## src/rtl/dma_arb_pkg.sv

```systemverilog
// Package: shared types and helpers for the DMA priority arbiter.
// Assumes: channel indices fit in the width computed by callers.
package dma_arb_pkg;

    // Arbitration controller states.
    typedef enum logic [1:0] {
        ARB_IDLE = 2'd0,
        ARB_WAIT = 2'd1,
        ARB_OWN  = 2'd2
    } arb_state_e;

endpackage

```

## src/rtl/dma_arb_pick.sv

```systemverilog
// Module: combinational winner selection.
// Scans the effective requests starting at index top_i and wrapping
// around. The first set bit wins and is returned one-hot.
// Assumes: top_i < N_CH.
module dma_arb_pick #(
    parameter int N_CH = 3,
    localparam int IW = (N_CH > 1) ? $clog2(N_CH) : 1
) (
    input  logic [N_CH-1:0] req_eff_i,
    input  logic [IW-1:0]   top_i,
    output logic [N_CH-1:0] win_o,
    output logic            any_o
);

    // Circular first-set search beginning at top_i.
    always_comb begin
        logic found;
        int   idx;
        win_o = '0;
        found = 1'b0;
        for (int k = 0; k < N_CH; k++) begin
            idx = int'(top_i) + k;
            if (idx >= N_CH) idx = idx - N_CH;
            if (!found && req_eff_i[idx]) begin
                win_o[idx] = 1'b1;
                found      = 1'b1;
            end
        end
        any_o = found;
    end

endmodule

```

## src/rtl/dma_arb_rotor.sv

```systemverilog
// Module: rotating-priority pointer.
// Holds the index of the highest-ranked channel for rotating mode. On a
// release it moves to the channel after the one that was served.
// Assumes: owner_idx_i is valid whenever advance_i is high.
module dma_arb_rotor #(
    parameter int N_CH = 3,
    localparam int IW = (N_CH > 1) ? $clog2(N_CH) : 1
) (
    input  logic          clk,
    input  logic          rst_n,
    input  logic          advance_i,
    input  logic [IW-1:0] owner_idx_i,
    output logic [IW-1:0] top_o
);

    localparam logic [IW-1:0] LAST = IW'(N_CH - 1);

    // Advance the top pointer past the channel just released.
    always_ff @(posedge clk) begin
        if (!rst_n) begin
            top_o <= '0;
        end else if (advance_i) begin
            top_o <= (owner_idx_i == LAST) ? '0 : owner_idx_i + 1'b1;
        end
    end

endmodule

```

## src/rtl/dma_arb_ctrl.sv

```systemverilog
// Module: grant controller.
// Issues, holds and releases the registered one-hot grant. It can park a
// latched winner until the processor instruction boundary arrives.
// Assumes: win_i is one-hot whenever any_i is high.
module dma_arb_ctrl
    import dma_arb_pkg::*;
#(
    parameter int N_CH = 3
) (
    input  logic            clk,
    input  logic            rst_n,
    input  logic [N_CH-1:0] win_i,
    input  logic            any_i,
    input  logic            wait_boundary_i,
    input  logic            instr_done_i,
    input  logic            seg_done_i,
    output logic [N_CH-1:0] grant_o,
    output logic            release_o
);

    arb_state_e      state_q;
    logic [N_CH-1:0] pend_q;
    logic            go_now;

    // The grant may be issued now unless a boundary wait is in force.
    assign go_now    = !wait_boundary_i || instr_done_i;
    // The owner gives up the bus this cycle.
    assign release_o = (state_q == ARB_OWN) && seg_done_i;

    // State, pending winner and grant register.
    always_ff @(posedge clk) begin
        if (!rst_n) begin
            state_q <= ARB_IDLE;
            pend_q  <= '0;
            grant_o <= '0;
        end else begin
            case (state_q)
                ARB_IDLE: begin
                    if (any_i) begin
                        if (go_now) begin
                            grant_o <= win_i;
                            state_q <= ARB_OWN;
                        end else begin
                            pend_q  <= win_i;
                            state_q <= ARB_WAIT;
                        end
                    end
                end
                ARB_WAIT: begin
                    if (go_now) begin
                        grant_o <= pend_q;
                        state_q <= ARB_OWN;
                    end
                end
                ARB_OWN: begin
                    if (seg_done_i) begin
                        grant_o <= '0;
                        state_q <= ARB_IDLE;
                    end
                end
                default: state_q <= ARB_IDLE;
            endcase
        end
    end

endmodule

```

## src/rtl/dma_prio_arbiter.sv

```systemverilog
// Module: top of the DMA channel priority arbiter.
// Masks the requests, picks the top rank from the fixed or the rotating
// order, and drives the grant controller.
// Assumes: seg_done_i comes from the current owner only.
module dma_prio_arbiter #(
    parameter int N_CH = 3,
    localparam int IW = (N_CH > 1) ? $clog2(N_CH) : 1
) (
    input  logic            clk,
    input  logic            rst_n,
    input  logic [N_CH-1:0] req_i,
    input  logic [N_CH-1:0] req_en_i,
    input  logic            rotate_i,
    input  logic            wait_boundary_i,
    input  logic            instr_done_i,
    input  logic            seg_done_i,
    output logic [N_CH-1:0] grant_o
);

    logic [N_CH-1:0] req_eff;
    logic [N_CH-1:0] win;
    logic            any;
    logic [IW-1:0]   rr_top;
    logic [IW-1:0]   top_sel;
    logic [IW-1:0]   owner_idx;
    logic            release_w;

    // Apply the per-channel enables.
    assign req_eff = req_i & req_en_i;
    // Fixed order always starts at channel 0.
    assign top_sel = rotate_i ? rr_top : '0;

    // Encode the one-hot owner into an index.
    always_comb begin
        owner_idx = '0;
        for (int i = 0; i < N_CH; i++) begin
            if (grant_o[i]) owner_idx = IW'(i);
        end
    end

    dma_arb_pick #(.N_CH(N_CH)) u_pick (
        .req_eff_i (req_eff),
        .top_i     (top_sel),
        .win_o     (win),
        .any_o     (any)
    );

    dma_arb_rotor #(.N_CH(N_CH)) u_rotor (
        .clk         (clk),
        .rst_n       (rst_n),
        .advance_i   (release_w),
        .owner_idx_i (owner_idx),
        .top_o       (rr_top)
    );

    dma_arb_ctrl #(.N_CH(N_CH)) u_ctrl (
        .clk             (clk),
        .rst_n           (rst_n),
        .win_i           (win),
        .any_i           (any),
        .wait_boundary_i (wait_boundary_i),
        .instr_done_i    (instr_done_i),
        .seg_done_i      (seg_done_i),
        .grant_o         (grant_o),
        .release_o       (release_w)
    );

endmodule

```

## config.mk

```make
export PLATFORM = sky130hd
export DESIGN_NAME = dma_prio_arbiter
export DESIGN_NICKNAME = d
export VERILOG_FILES = /design/src/rtl/dma_arb_pkg.sv /design/src/rtl/dma_arb_pick.sv /design/src/rtl/dma_arb_rotor.sv /design/src/rtl/dma_arb_ctrl.sv /design/src/rtl/dma_prio_arbiter.sv
export SDC_FILE = /design/constraint.sdc
export NUM_CORES = 1
export LEC_CHECK = 0
export ABC_AREA = 1
export BUFFER_PORTS_ARGS = -buffer_cell sky130_fd_sc_hd__buf_2
export CAP_MARGIN = 20
export CORE_AREA = 2 2 44 46
export CTS_CLUSTER_SIZE = 40
export DETAILED_ROUTE_END_ITERATION = 8
export DIE_AREA = 0 0 46 48
export PLACE_DENSITY_LB_ADDON = 0.08
export SLEW_MARGIN = 20
export SYNTH_ARGS = -nofsm -noshare
export SYNTH_HDL_FRONTEND = slang
export SYNTH_SLANG_ARGS = --single-unit
```

## constraint.sdc

```tcl
create_clock -name clk -period 2.3 [get_ports clk]
set_input_delay 0.115 -clock clk [delete_from_list [all_inputs] [get_ports clk]]
set_output_delay 0.115 -clock clk [all_outputs]
set_load 0.03 [all_outputs]
```

==> metrics list, run 1 <==
- Once the floorplan was initialized, standard cells occupied 48.81% of the core.
* Total power of the final layout: 673.6 µW
- In this run the tightest slew margin relative to its limit is 86.55%.
- Warnings, synthesis: 0
- The clock reaches the later pin of the worst-skew pair after 270 ps.
- Num Clock Sinks: 10
- CTS tree: done
* CTS H-Tree Depth: 1
- Chip Height: 48 µm
- Count of input and output buffers: 14
* Die footprint: 2208 µm²
- Synthesis produced a netlist with a net count of 147.
* Total power divided by cell area: 707.4 nW/µm²
- Maximum operating frequency: 0.5572 GHz
- Cells fill 56.37% of the core in the end.
* Post-DR wirelength/cell: 10.48 µm
- Setup violations remaining at the end of the flow were counted as 0.
- Share of cells above drive strength 1: 25.17%
* Number of setup buffers added after CTS: 0
* Sequential area share after synthesis: 24.28%
- In the routed design, unresolved DRC markers number 0.
- Using the TritonRoute via totals, the vias-per-cell ratio works out to 4.951.
* Largest net degree at the start of global routing: 8
* Data arrival time at the worst-slack endpoint: 1960 ps
* Most numerous cell on the critical path: nand2_2
* Number of buffers created by CTS: 3
- The congestion estimate from routability-driven global placement came to 0.7957.
- The worst setup path is captured at a flip-flop.
* Status: finished clean
* Time the final worst path needs with I/O delays and setup: 1795 ps
- Counting along the longest clock path gives a buffer depth of 2.
* Class of the most critical hold timing path: in -> reg
- The via count of the first global-routing pass is 744.
* Number of I/O pins: 15
- FF-to-FF path depth: 12
- In the final design database the tool counted 166 nets.
- Placed insts: 160
* Fin area: 952.2 µm²
- Biggest area contributors in the synthesized netlist: dfxtp_1 (24%), nand2_1 (15%), nand3_1 (10%), ha_1 (9.1%), inv_1 (8.6%)
* Number of antenna violations at the first check in global routing: 0
- VDD IR-drop max: 0.4011 mV
- The worst hold path begins at rst_n.
- The worst register-to-register path ends at u_ctrl.pend_q[1].
* Unrepaired setup endpoints after global routing: no
- Area grow syn2layout: 15.48%
* Longest individual stage delay on the worst path: 380 ps
- Summed over all cells, the static leakage comes to 0.5233 nW.
- The number of hold buffers added after CTS was 0.
- DP Area: 915.9 µm²
* Final instance count without filler cells: 164
- Crit Reg-Reg Startpoint: u_rotor.top_o[1]
* Hold violation total from the final report: 0
* Number of core rows: 15
- Along the worst path, the maximum fanout reaches 5.
- Worst clock skew: 4.322 ps
* FF+latch count, synth: 10
* Area share of the leading cell type in the synthesized netlist: 24.28%
- Gates resized during post-CTS repair numbered 0.
- R2r setup slk: 510 ps
- Syn Inst Count: 129
* Netlist area before placement: 824.5 µm²
- The critical path is of the reg -> reg type.
* Least-Margin Pin Slew: 201.7 ps
- Pre-Repair DR Iteration Count: 4
- Final Max Tran Viols: 0
- Clock-pin slew of the registers on the worst-case setup and hold paths: 70 ps
* Smallest hold slack: 129.4 ps
* Detail Route Antenna Nets: 0
- Number of vias in the routed layout: 812
- The final layout contains routed wiring with a total length of 1719 µm.
* Library cell occupying the most area in the post-synthesis netlist: dfxtp_1
- Synth cell types: 18
- DPL Wire Length: 1455 µm
* Register cell area after layout: 200.2 µm²
- The first global-routing pass estimated 2967 µm of wire.
* Max-Cap Viols: 0
- At the placement stage, the worst setup path has a slack of 489.5 ps.
- The floorplan step defined a core boundary enclosing 1689 µm².
- Die Span X: 46 µm
* Number of DRC violations after detailed-routing iteration 0: 9
- The path with the worst hold slack has its endpoint at u_ctrl.grant_o[0].
- Final Cycle Share: 78.04%
- N_diodes: 0
- Chain of cells forming the critical path: nand2_2, ha_1, inv_2, nand2_2, nand3_1, nand2_2, nor2_4, nand2_1, nand2_2, inv_1, o21ai_0, nor2_1
- Global Route Usage Sum: 18.87%
* Slowest library cell on the worst path: dfxtp_1
- Root Buffer: clkbuf_4
- In the post-route analysis, the smallest setup slack over all paths is 505.2 ps.
- Cell depth of the worst hold path: 3
- CP required: 2470 ps
* Multi-input gate area in the final layout: 541.8 µm²
- Post-synthesis average cell area: 6.392 µm²
* Layout fillers: 185
* Remaining Overflow, GRT: 0
- Total Neg Setup Slack: 0 ps
- The worst setup path is launched from a flip-flop.
[synthesized netlist by cell type]
master	count
ha_1	6
nand3_4	1
a21oi_1	5
o21ai_0	3
nand3_1	17
nor2_2	1
dfxtp_1	10
or2_2	1
nand4_1	1
nor2_1	15
inv_1	19
nand2_1	33
nor2_4	2
nand3_2	3
a211oi_1	1
nand2_2	7
nand4_4	1
inv_2	3
[cell families after synthesis]
family	after synthesis	share of synthesized area, %
flip-flops	10	24.28
buffers and inverters	22	10.02
AO/OA/AOI/OAI	9	5.766
adder cells (fa/ha/maj)	6	9.104
AND/OR/NAND/NOR	82	50.84
[state kept, by name, indices dropped and copies added, names as in the netlist]
signal	count
u_rotor.top_o	2
u_ctrl.grant_o	3
u_ctrl.state_q	2
u_ctrl.pend_q	3
[layout by cell type, fill, tap and decap left out, types with 5 or more instances in the layout]
master | Yosys | routed
a21oi_1 | 5 | 5
buf_2 | 0 | 14
ha_1 | 6 | 6
nor2_1 | 15 | 15
inv_1 | 19 | 19
nand2_1 | 33 | 33
nand2_2 | 7 | 7
nand3_1 | 17 | 17
dfxtp_1 | 10 | 10
[worst max-delay path: cells and delay by family (launching register included)]
family / cells / cell delay (ps)
DFF: 1 / 380
adders and majority gates: 1 / 250
and+or+nand+nor: 8 / 740
AOI/OAI and AO/OA: 1 / 140
buffers and inverters: 2 / 170
[how the worst max path moves through the flow]
stage	start	endpoint	slack (ps)	cells after the start
2_1_floorplan	u_rotor.top_o[0]	u_ctrl.pend_q[0]	670	13
3_3_place_gp	u_rotor.top_o[0]	u_ctrl.grant_o[2]	530	14
3_5_place_dp	u_rotor.top_o[1]	u_ctrl.pend_q[0]	490	12
4_1_cts	u_rotor.top_o[1]	u_ctrl.pend_q[1]	480	12
5_1_grt	u_rotor.top_o[1]	u_ctrl.pend_q[1]	250	12
6_report	u_rotor.top_o[1]	u_ctrl.pend_q[1]	510	12
[area by class of cell]
| type | count | share of cell area, % |
|---|---|---|
| Inverter | 22 | 8.673 |
| Multi-Input combinational cell | 97 | 56.90 |
| Sequential cell | 10 | 21.02 |
| Timing Repair Buffer | 14 | 7.359 |
| Clock buffer | 4 | 3.811 |
| Tap cell | 17 | 2.234 |
[metal layers]
layer / vias to the layer above / track usage [%] / routed length [µm]
met1: 358 / 22.54 / 776
li1: 442 / - / -
met5: - / 0 / 0
met4: 0 / 3.429 / 0
met2: 12 / 32.78 / 876
met3: 0 / 6.792 / 67
[where the power goes]
group / internal, mW / total (mW) / switching (mW)
Sequential: 0.202 / 0.223 / 0.0214
Combinational: 0.102 / 0.290 / 0.187
Clock: 0.0962 / 0.161 / 0.0644
Total: 0.400 / 0.674 / 0.273
Power figures use the tool's default switching activity.
==> inputs of run 2 (changes only) <==
==> constraint.sdc (replaced) <==
create_clock -name clk -period 1.76 [get_ports clk]
set_input_delay 0.088 -clock clk [delete_from_list [all_inputs] [get_ports clk]]
set_output_delay 0.088 -clock clk [all_outputs]
set_load 0.03 [all_outputs]
==> run 2 against run 1 <==
Against the previous run:
- hold slack worse by 37 ps
- largest power group unchanged
- clock-buffer cell count stayed put
- cell count is 3.7% higher
- clock skew is 3.6 ps higher
- global-route usage is 0.78 points higher
- routed wire length is 7.1% higher
- combinational power is 49% higher
- critical endpoint is now u_ctrl.pend_q[2]
- sequential power is 30% higher
- cell area is 11% higher
- sequential cell count stayed put
==> metrics list, run 2 (synthesis gave the netlist of run 1 again) <==
- Status: finished clean (unchanged).
- The CTS tree is done (unchanged).
- DPL Wire Length: 1482 µm (was 1455 µm)
- Slew headroom: 87.58% (was 86.55%)
* Global Route Usage Sum: 19.64% (was 18.87%)
- The critical path launch point type was a flip-flop (unchanged).
- CP required: 1930 ps (was 2470 ps)
- Biggest regs: u_ctrl.grant_o x3, u_ctrl.pend_q x3 (unchanged).
- The startpoint of the worst register-to-register path is u_rotor.top_o[1] (unchanged).
- Number of antenna violations at the first check in global routing: 0 (unchanged)
- Detail Route Antenna Nets: 0 (unchanged)
* Cell depth of the worst hold path: 3 (unchanged)
- The post-placement worst setup slack was 13.85 ps (was 489.5 ps).
- Total Neg Setup Slack: 0 ps (unchanged)
* Post-DR wirelength/cell: 10.83 µm (was 10.48 µm)
- Die Span X: 46 µm (unchanged)
* Final WS setup: 109.9 ps (was 505.2 ps)
- The worst-case hold path end point is u_ctrl.grant_o[1] (was u_ctrl.grant_o[0]).
- The detailed router's first-iteration violation count was 9 (unchanged).
* Number of buffers created by CTS: 3 (unchanged)
* Number of I/O pins: 15 (unchanged)
* Met2 capacity usage during global routing: 32.22% (was 32.78%)
* Max-Cap Viols: 0 (unchanged)
- Largest buffer count on any clock path: 2 (unchanged)
* Crit path capture type: flip-flop (unchanged)
* Least-Margin Pin Slew: 185.8 ps (was 201.7 ps)
- The number of endpoints with negative hold slack in the final report was 0 (unchanged).
- The multi-input combinational cell area came to 595.6 µm² (was 541.8 µm²).
* Num Clock Sinks: 10 (unchanged)
* Share of cells above drive strength 1: 35.29% (was 25.17%)
* DP Area: 945.9 µm² (was 915.9 µm²)
* Worst clock skew: 7.914 ps (was 4.322 ps)
- The die footprint was 2208 µm² (unchanged).
- The clock-pin slew on the worst setup and hold paths was 70 ps (about the same).
- Commonest non-fill, non-tap cell in the layout: nand2_1 (unchanged)
* Number of hold-repair buffers added at the cts stage: 0 (unchanged)
- Final setup violation count: 0 (unchanged)
- The detailed-route vias per instance was 4.906 (was 4.951).
- Highest-count cells in the layout ignoring fill and taps: nand2_1 (32), inv_1 (18), nand3_1 (16) (was nand2_1 (33), inv_1 (19), nand3_1 (17)).
* Number of global-route vias before repair: 746 (was 744)
- Final instance count without filler cells: 170 (was 164)
- Total routed wirelength: 1841 µm (was 1719 µm)
- The critical path arrival came to 1820 ps (was 1960 ps).
* Maximum operating frequency: 0.6060 GHz (was 0.5572 GHz)
- Class of the most critical hold timing path: in -> reg (unchanged)
- Root Buffer: clkbuf_4 (unchanged)
- Initial Utilization: 48.81% (unchanged)
- The most heavily used metal layer in global routing is met2 (unchanged).
- CTS H-Tree Depth: 1 (unchanged)
- Leakage: 0.5651 nW (was 0.5233 nW)
* Wire length of the first global-routing pass: 3015 µm (was 2967 µm)
* Pre-Repair DR Iteration Count: 4 (unchanged)
* Global placer's final weighted congestion: 0.8164 (was 0.7957)
* VDD IR-drop max: 0.5386 mV (was 0.4011 mV)
- The sequential standard cell area was 201.4 µm² (was 200.2 µm²).
- The destination of the worst register-to-register timing path was u_ctrl.pend_q[2] (was u_ctrl.pend_q[1]).
- Fin area: 1055 µm² (was 952.2 µm²)
- Global routing usage on met1: 23.21% (was 22.54%)
- The layout overhead on the synthesized area was 27.92% (was 15.48%).
* Count of input and output buffers: 14 (unchanged)
- Total power divided by cell area: 885.0 nW/µm² (was 707.4 nW/µm²)
* Floorplan Core Area: 1689 µm² (unchanged)
- The register-to-register setup slack came to 110 ps (was 510 ps).
- The launch instance of the worst min-delay path is rst_n (unchanged).
* Chip Height: 48 µm (unchanged)
* Post-layout nets: 172 (was 166)
- The final period demand of the worst path came to 1650 ps (was 1795 ps).
- The clock latency at the later pin of the worst-skew pair is 270 ps (about the same).
- The pin count of the biggest net entering global routing is 8 (unchanged).
* FF-to-FF path depth: 11 (was 12)
* Layout fillers: 159 (was 185)
- The total number of vias was 834 (was 812).
- The ratio of final minimum period to clock period was 93.76% (was 78.04%).
* DRC viols: 0 (unchanged)
* Final Max Tran Viols: 0 (unchanged)
- Remaining Overflow, GRT: 0 (unchanged)
- The standard-cell row count was 15 (unchanged).
- The largest fanout of any net on the critical path is 5 (unchanged).
- Placed insts: 164 (was 160)
* Met3 usage in global routing: 4.528% (was 6.792%)
- N_diodes: 0 (unchanged)
* Worst Path Class, Setup: reg -> reg (unchanged)
run 2: worst max-delay path by stage:
stage                                 from                end  slack [ps]  cells past startpoint
after floorplan           u_rotor.top_o[0]   u_ctrl.pend_q[0]         130                     13
after global placement    u_rotor.top_o[0]   u_ctrl.pend_q[1]          60                     13
after detailed placement  u_rotor.top_o[1]   u_ctrl.pend_q[1]          10                     12
after CTS                 u_rotor.top_o[0]   u_ctrl.pend_q[1]          20                     13
after global routing      u_rotor.top_o[1]  u_ctrl.state_q[1]          -5                     13
final                     u_rotor.top_o[1]   u_ctrl.pend_q[2]         110                     11
run 2: layout make-up:
cell class / instances / share of cell area [%]
tap: 17 / 2.017
inverter: 22 / 8.066
multi-input combinational: 97 / 56.47
clock buffer: 4 / 3.440
sequential: 10 / 19.10
timing repair buffer: 20 / 10.91
run 2: worst max-delay path: stages, from the launching register on:
cell	delay [ps]
dfxtp_2	350
nand2_4	80
ha_4	290
inv_1	40
nand3_1	80
nand2_2	90
nor2_4	170
nand2_1	90
nand2_2	90
inv_1	70
o21ai_0	140
nor2_1	60
run 2: timing repair:
item | CTS | global route
resized for setup | 0 | 16
buffers inserted | 0 | 2
setup endpoints to repair | 0 | 8
hold endpoints to repair | 0 | 0
run 2: per-layer routing:
metal	wire, µm	up-vias
li1	-	458
met1	853	363
met2	902	8
met3	40	5
met4	45	0
met5	0	-
run 2: through the flow:
| step | hold slack [ps] | power, mW | util (%) |
|---|---|---|---|
| 2_1_floorplan | 213.8 | 0.5906 | - |
| 3_3_place_gp | 379.3 | 0.6873 | 56.00 |
| 3_5_place_dp | 383.3 | 0.6939 | 56.00 |
| 4_1_cts | 86.30 | 0.9090 | 58.15 |
| 5_1_grt | 95.88 | 1.012 | 62.44 |
| 6_report | 92.15 | 0.9335 | 62.44 |
run 2: power by group:
group	leakage (nW)	internal [mW]	switching, mW
combinational	0.462	0.166	0.266
sequential	0.0825	0.264	0.0249
clock	0.0210	0.126	0.0868
total	0.565	0.556	0.378
